**src/rtl/lsm_pkg.sv**
```systemverilog
package lsm_pkg;

    typedef enum logic [1:0] {
        CYC_N = 2'b00,
        CYC_S = 2'b01,
        CYC_I = 2'b10
    } cyc_t;

    typedef enum logic [2:0] {
        ST_IDLE,
        ST_EMPTY,
        ST_SETUP,
        ST_XFER,
        ST_TAIL,
        ST_REFN,
        ST_REFS
    } seq_st_t;

endpackage

```
**src/rtl/lsm_lowest_set.sv**
```systemverilog
module lsm_lowest_set #(
    parameter int N  = 16,
    parameter int IW = $clog2(N)
) (
    input  logic [N-1:0]  vec,
    output logic [IW-1:0] idx,
    output logic          any
);
    logic [N-1:0] found;

    // found[i]: some bit at or below i is set
    generate
        for (genvar i = 0; i < N; i++) begin : g_scan
            if (i == 0) begin : g_first
                assign found[i] = vec[i];
            end else begin : g_rest
                assign found[i] = found[i-1] | vec[i];
            end
        end
    endgenerate

    always_comb begin
        idx = '0;
        for (int i = N - 1; i >= 0; i--) begin
            if (vec[i]) idx = IW'(i);
        end
    end

    assign any = found[N-1];
endmodule

```
**src/rtl/lsm_popcount.sv**
```systemverilog
module lsm_popcount #(
    parameter int N  = 16,
    parameter int CW = $clog2(N + 1)
) (
    input  logic [N-1:0]  vec,
    output logic [CW-1:0] cnt
);
    always_comb begin
        cnt = '0;
        for (int i = 0; i < N; i++) begin
            cnt = cnt + CW'(vec[i]);
        end
    end
endmodule

```
**src/rtl/lsm_rf_wport.sv**
```systemverilog
module lsm_rf_wport #(
    parameter int DW = 32,
    parameter int IW = 4
) (
    input  logic          wb_fire,
    input  logic [IW-1:0] wb_idx,
    input  logic [DW-1:0] wb_val,
    input  logic          ld_fire,
    input  logic [IW-1:0] ld_idx,
    input  logic [DW-1:0] ld_val,
    input  logic          rs_fire,
    input  logic [IW-1:0] rs_idx,
    input  logic [DW-1:0] rs_val,
    output logic          we,
    output logic [IW-1:0] waddr,
    output logic [DW-1:0] wdata
);
    // restore beats load data, load data beats write-back
    always_comb begin
        we    = 1'b0;
        waddr = '0;
        wdata = '0;
        if (rs_fire) begin
            we    = 1'b1;
            waddr = rs_idx;
            wdata = rs_val;
        end else if (ld_fire) begin
            we    = 1'b1;
            waddr = ld_idx;
            wdata = ld_val;
        end else if (wb_fire) begin
            we    = 1'b1;
            waddr = wb_idx;
            wdata = wb_val;
        end
    end
endmodule

```
**src/rtl/lsm_seq.sv**
```systemverilog
module lsm_seq
    import lsm_pkg::*;
#(
    parameter int NREG       = 16,
    parameter int AW         = 32,
    parameter int WORD_BYTES = 4,
    localparam int IW        = $clog2(NREG),
    localparam int CW        = $clog2(NREG + 1),
    localparam int PC_IDX    = NREG - 1
) (
    input  logic            clk,
    input  logic            rst_n,
    input  logic            start,
    input  logic [NREG-1:0] start_list,
    input  logic [IW-1:0]   start_base,
    input  logic            start_load,
    input  logic            start_wb,
    output logic            busy,
    output logic            done,
    output logic [1:0]      cyc_type,
    output logic [IW-1:0]   rf_raddr,
    input  logic [AW-1:0]   rf_rdata,
    output logic            rf_we,
    output logic [IW-1:0]   rf_waddr,
    output logic [AW-1:0]   rf_wdata,
    output logic [AW-1:0]   mem_addr,
    output logic            mem_rd,
    output logic            mem_wr,
    output logic [AW-1:0]   mem_wdata,
    input  logic [AW-1:0]   mem_rdata,
    input  logic            mem_abort,
    output logic            trap_req,
    input  logic            trap_ack
);

    typedef struct packed {
        seq_st_t         st;
        logic [NREG-1:0] left;
        logic [IW-1:0]   base_idx;
        logic            is_load;
        logic            wb_en;
        logic            has_pc;
        logic [AW-1:0]   base_val;
        logic [AW-1:0]   wb_val;
        logic [AW-1:0]   addr;
        logic            first;
        logic            faulted;
        logic            ld_valid;
        logic [IW-1:0]   ld_idx;
        logic [AW-1:0]   ld_data;
        logic            trap;
    } seq_t;

    seq_t q, d;

    logic [IW-1:0] cur_idx;
    logic          cur_any;
    logic [CW-1:0] n_regs;
    logic          wb_fire, ld_fire, rs_fire;
    logic [AW-1:0] rs_val;
    logic          trap_set;
    cyc_t          cyc;

    lsm_lowest_set #(.N(NREG), .IW(IW)) u_pick (
        .vec (q.left),
        .idx (cur_idx),
        .any (cur_any)
    );

    lsm_popcount #(.N(NREG), .CW(CW)) u_count (
        .vec (q.left),
        .cnt (n_regs)
    );

    lsm_rf_wport #(.DW(AW), .IW(IW)) u_wport (
        .wb_fire (wb_fire),
        .wb_idx  (q.base_idx),
        .wb_val  (q.wb_val),
        .ld_fire (ld_fire),
        .ld_idx  (q.ld_idx),
        .ld_val  (q.ld_data),
        .rs_fire (rs_fire),
        .rs_idx  (q.base_idx),
        .rs_val  (rs_val),
        .we      (rf_we),
        .waddr   (rf_waddr),
        .wdata   (rf_wdata)
    );

    assign rs_val = q.wb_en ? q.wb_val : q.base_val;

    always_comb begin
        d         = q;
        busy      = 1'b0;
        done      = 1'b0;
        cyc       = CYC_I;
        rf_raddr  = q.base_idx;
        mem_addr  = q.addr;
        mem_rd    = 1'b0;
        mem_wr    = 1'b0;
        mem_wdata = '0;
        wb_fire   = 1'b0;
        ld_fire   = 1'b0;
        rs_fire   = 1'b0;
        trap_set  = 1'b0;

        unique case (q.st)
            ST_IDLE: begin
                if (start) begin
                    d.left     = start_list;
                    d.base_idx = start_base;
                    d.is_load  = start_load;
                    d.wb_en    = start_wb;
                    d.has_pc   = start_list[PC_IDX];
                    d.first    = 1'b1;
                    d.faulted  = 1'b0;
                    d.ld_valid = 1'b0;
                    d.st       = (start_list == '0) ? ST_EMPTY : ST_SETUP;
                end
            end

            ST_EMPTY: begin
                busy = 1'b1;
                done = 1'b1;
                cyc  = CYC_I;
                d.st = ST_IDLE;
            end

            ST_SETUP: begin
                busy       = 1'b1;
                cyc        = CYC_N;
                d.base_val = rf_rdata;
                d.addr     = rf_rdata;
                d.wb_val   = rf_rdata + AW'(n_regs) * AW'(WORD_BYTES);
                d.st       = ST_XFER;
            end

            ST_XFER: begin
                busy     = 1'b1;
                rf_raddr = cur_idx;
                mem_rd   = q.is_load;
                mem_wr   = !q.is_load;
                if (!q.is_load) mem_wdata = rf_rdata;
                cyc      = (!q.is_load && q.first) ? CYC_N : CYC_S;
                // write-back commits at the end of the second busy cycle
                wb_fire  = q.first && q.wb_en;
                ld_fire  = q.ld_valid;
                d.first  = 1'b0;
                d.left   = q.left & ~(NREG'(1) << cur_idx);
                d.addr   = q.addr + AW'(WORD_BYTES);
                d.faulted = q.faulted | mem_abort;
                if (q.is_load) begin
                    d.ld_valid = !(q.faulted || mem_abort);
                    d.ld_idx   = cur_idx;
                    d.ld_data  = mem_rdata;
                end else begin
                    d.ld_valid = 1'b0;
                end
                if (d.left == '0) begin
                    if (q.is_load) begin
                        d.st = ST_TAIL;
                    end else begin
                        done     = 1'b1;
                        trap_set = d.faulted;
                        d.st     = ST_IDLE;
                    end
                end
            end

            ST_TAIL: begin
                busy       = 1'b1;
                cyc        = CYC_I;
                rs_fire    = q.faulted;
                ld_fire    = q.ld_valid && !q.faulted;
                d.ld_valid = 1'b0;
                if (q.faulted || !q.has_pc) begin
                    done     = 1'b1;
                    trap_set = q.faulted;
                    d.st     = ST_IDLE;
                end else begin
                    d.st = ST_REFN;
                end
            end

            ST_REFN: begin
                busy = 1'b1;
                cyc  = CYC_N;
                d.st = ST_REFS;
            end

            ST_REFS: begin
                busy = 1'b1;
                done = 1'b1;
                cyc  = CYC_S;
                d.st = ST_IDLE;
            end

            default: d.st = ST_IDLE;
        endcase

        d.trap = trap_set | (q.trap & ~trap_ack);
    end

    assign cyc_type = cyc;
    assign trap_req = q.trap;

    always_ff @(posedge clk) begin
        if (!rst_n) begin
            q          <= '0;
            q.st       <= ST_IDLE;
        end else begin
            q <= d;
        end
    end

    // cur_any is implied by the state machine never entering ST_XFER empty
    logic unused_any;
    assign unused_any = cur_any;

endmodule

```
**config.mk**
```make
export PLATFORM = sky130hd
export DESIGN_NAME = lsm_seq
export DESIGN_NICKNAME = d
export VERILOG_FILES = /design/src/rtl/lsm_pkg.sv /design/src/rtl/lsm_lowest_set.sv /design/src/rtl/lsm_popcount.sv /design/src/rtl/lsm_rf_wport.sv /design/src/rtl/lsm_seq.sv
export SDC_FILE = /design/constraint.sdc
export NUM_CORES = 1
export LEC_CHECK = 0
export ABC_CLOCK_PERIOD_IN_PS = 7700
export BUFFER_PORTS_ARGS = -buffer_cell sky130_fd_sc_hd__buf_2
export CORE_MARGIN = 5
export CORE_UTILIZATION = 50
export DETAILED_ROUTE_END_ITERATION = 8
export PLACE_DENSITY = 0.73
export RECOVER_POWER = 25
export REMOVE_ABC_BUFFERS = 1
export SLEW_MARGIN = 5
export SYNTH_ARGS = -nofsm -noshare
export SYNTH_HDL_FRONTEND = slang
export SYNTH_SLANG_ARGS = --single-unit
export TNS_END_PERCENT = 1
```
**constraint.sdc**
```tcl
create_clock -name clk -period 7.7 [get_ports clk]
set_input_delay 1.54 -clock clk [delete_from_list [all_inputs] [get_ports clk]]
set_output_delay 1.54 -clock clk [all_outputs]
set_load 0.01 [all_outputs]
```
==> impl_metrics.ini <==
[yosys]
ys.flop_type = dfxtp_1
synth_area_per_cell_um2 = 7.32
syn_area_um2 = 9490
ys_ff_latch = 160
synth_top_area_share_pct = 33.8
yosys.area.top_type = dfxtp_1
synth_edf_count = 0
synthArstFlopShare_pct = 0
yosys_warnings = 0
synthTopCellsByArea = dfxtp_1, a21oi_1, nand2_1
yosysSeqAreaShare_pct = 33.8
ys_types = 71
synth_cells = 1296

[worst_setup_path]
end_kind = register
required_ns = 7.98
reg2reg_depth = 16
worstSetupPathType = register to register
crit_fanout = 14
cp-start-kind = register
cp.arrival_ns = 6.40

[clock_tree]
cts_root_buf = clkbuf_16
clk_pin_slew_ns = 0.06
cts_max_path_buffers = 2
h-tree-depth = 4
clock_latency_ns = 0.43
cts_hold_buf = 0
post-cts-setup-buffers = 0
cts-resized-gates = 0
cts_sinks = 160
cts_tree = done
cts_made_buffers = 17

[finish]
area_growth_pct = 14.4
nets = 1514
diodes = 0
drive_gt1_share_pct = 16.6

[routing]
drtIter0Drc = 971
wire_per_inst_um = 18.8
ant_nets = 0
first_pass_iters = 5
vias = 9834
wirelength_um = 30900
route.detailed.drc = 0
vias_per_cell = 5.97

[timing]
rsz0062_at_grt = false
drv_slew = 110
layout_setup_ws_ns = 1.58
tns_ns = 0
min_period_ns = 6.12
slew_headroom_pct = -55.4
worst_pin_slew_ns = 2.32
setup_viol = 0
finalHoldViolations = 0
fmax_mhz = 163
finalCritPeriodShare_pct = 79.5
clock-skew-final_ns = 0.00653

[power]
p_leak_nw = 4.30
max-vdd-ir-drop_v = 0.000169
p_per_area_nw_per_um2 = 201
p_total_w = 0.00218

[placed_design]
gp_congestion = 0.938
port_buffers = 202
place_ws_ns = 1.62
hpwl_um = 20700

[floorplanning]
dieArea_um2 = 21800
rows = 50
start_util_pct = 50.7
coreArea_um2 = 18700
fp.dieH_um = 148
ios = 203
die_x_um = 148

[status]
outcome = finished with violations
violations = max-capacitance violations, max-slew violations

[global_route]
grt_pass1_vias = 9235
grt_max_degree = 86
antenna_found_initial = 0
grt_pass1_wl_um = 49000
overflow = 0
grtUsageTotal_pct = 27.6

[worst_hold_path]
worstHoldPathCells = 2
hold_path_class = register to register

[flow_run]
drv_cap = 2
[synth_stat cells, drive strengths merged, types with 2 or more instances]
cell type	count
nand2	226
a21oi	188
dfxtp	160
nor2	111
clkbuf	86
o21ai	73
a211oi	49
buf	44
inv	44
mux2i	37
and3	32
nand3	26
nor3	26
xnor2	21
nor4	15
or3	14
ha	12
a22oi	11
fa	11
nand4	11
a311oi	8
nor2b	8
a21o	7
a2bb2oi	7
a31oi	7
a32oi	4
and4	4
o22ai	4
or4	4
xor2	4
a22o	3
and2	3
clkinv	3
nand2b	2
nor3b	2
o2111ai	2
o211ai	2
o21a	2
o21bai	2
o311ai	2
o31a	2
o31ai	2
o41ai	2
or2	2
[critical path, stage by stage, from the launching register on]
cell and delay [ns]:
dfxtp_1 0.56, ha_1 0.30, inv_1 0.06, fa_1 0.44
fa_1 0.49, fa_1 0.53, fa_1 0.42, fa_1 0.42
fa_1 0.49, inv_1 0.06, ha_1 0.27, a21o_1 0.15
a21oi_1 0.22, o21bai_1 0.09, a21oi_1 0.96, o21ai_0 0.19
a311oi_1 0.29
[metrics by stage]
| stage | utilization (%) | hold WS (ns) | instances | area, um^2 |
|---|---|---|---|---|
| final | 58.0 | 0.452 | 1647 | 10900 |
| after global routing | 58.0 | 0.467 | 1647 | 10900 |
| after CTS | 58.3 | 0.455 | 1647 | 10900 |
| after detailed placement | 55.0 | 0.446 | 1615 | 10300 |
| after global placement | 55.0 | 0.439 | 1615 | 10300 |
| after floorplan | - | 0.432 | 1166 | 8860 |
[worst paths after layout]
check                      startpoint                  end  slack, ns
setup reg to reg  q[143]$_SDFFE_PN0P_   q[85]$_SDFFE_PN0P_       1.58
setup / recovery  q[143]$_SDFFE_PN0P_   q[85]$_SDFFE_PN0P_       1.58
hold reg to reg   q[106]$_SDFFE_PN0P_  q[106]$_SDFFE_PN0P_       0.45
hold / removal    q[106]$_SDFFE_PN0P_  q[106]$_SDFFE_PN0P_       0.45
[registers in the layout (all words and copies together) (netlist names)]
register	flops
trap_req	1
q	127
mem_addr	32
[cells by family (layout without fill, tap and decap cells)]
kind of cell | Yosys count | in the layout | synth area share (%)
compound gates | 386 | 386 | 24.2
xor+xnor | 25 | 25 | 2.31
fa+ha+maj | 23 | 23 | 3.90
buf+inv | 177 | 294 | 8.49
flops | 160 | 160 | 33.8
mux | 37 | 37 | 3.90
simple gates | 488 | 488 | 23.4
[layout make-up]
type | count | area [um^2]
Inverter | 47 | 178
Clock buffer | 23 | 478
Clock inverter | 9 | 131
Timing Repair Buffer | 215 | 1060
Sequential cell | 160 | 3200
Tap cell | 234 | 293
Fill cell | 1829 | 7860
Multi-Input combinational cell | 959 | 5500
[report_power, final]
group | switching (W) | internal [W]
Sequential | 0.0000430 | 0.000863
Combinational | 0.000234 | 0.000153
Clock | 0.000348 | 0.000535
Total | 0.000625 | 0.00155
[placed cells by master (no fill, tap or decap), drive strengths merged, types with 32 or more instances in the layout]
cell type and n:
a211oi 49, clkbuf 58, mux2i 37, a21oi 188
buf 180, dfxtp 160, nor2 111, and3 32
nand2 226, o21ai 73, inv 43
[metal layers]
metal	GRT usage (%)	part of all wire, %	vias up
li1	-	-	4719
met1	36.7	43	4666
met2	45.9	48	398
met3	5.52	7.6	51
met4	7.46	1.8	0
met5	0	0	-
No activity file was read; power rests on OpenSTA's default activity.
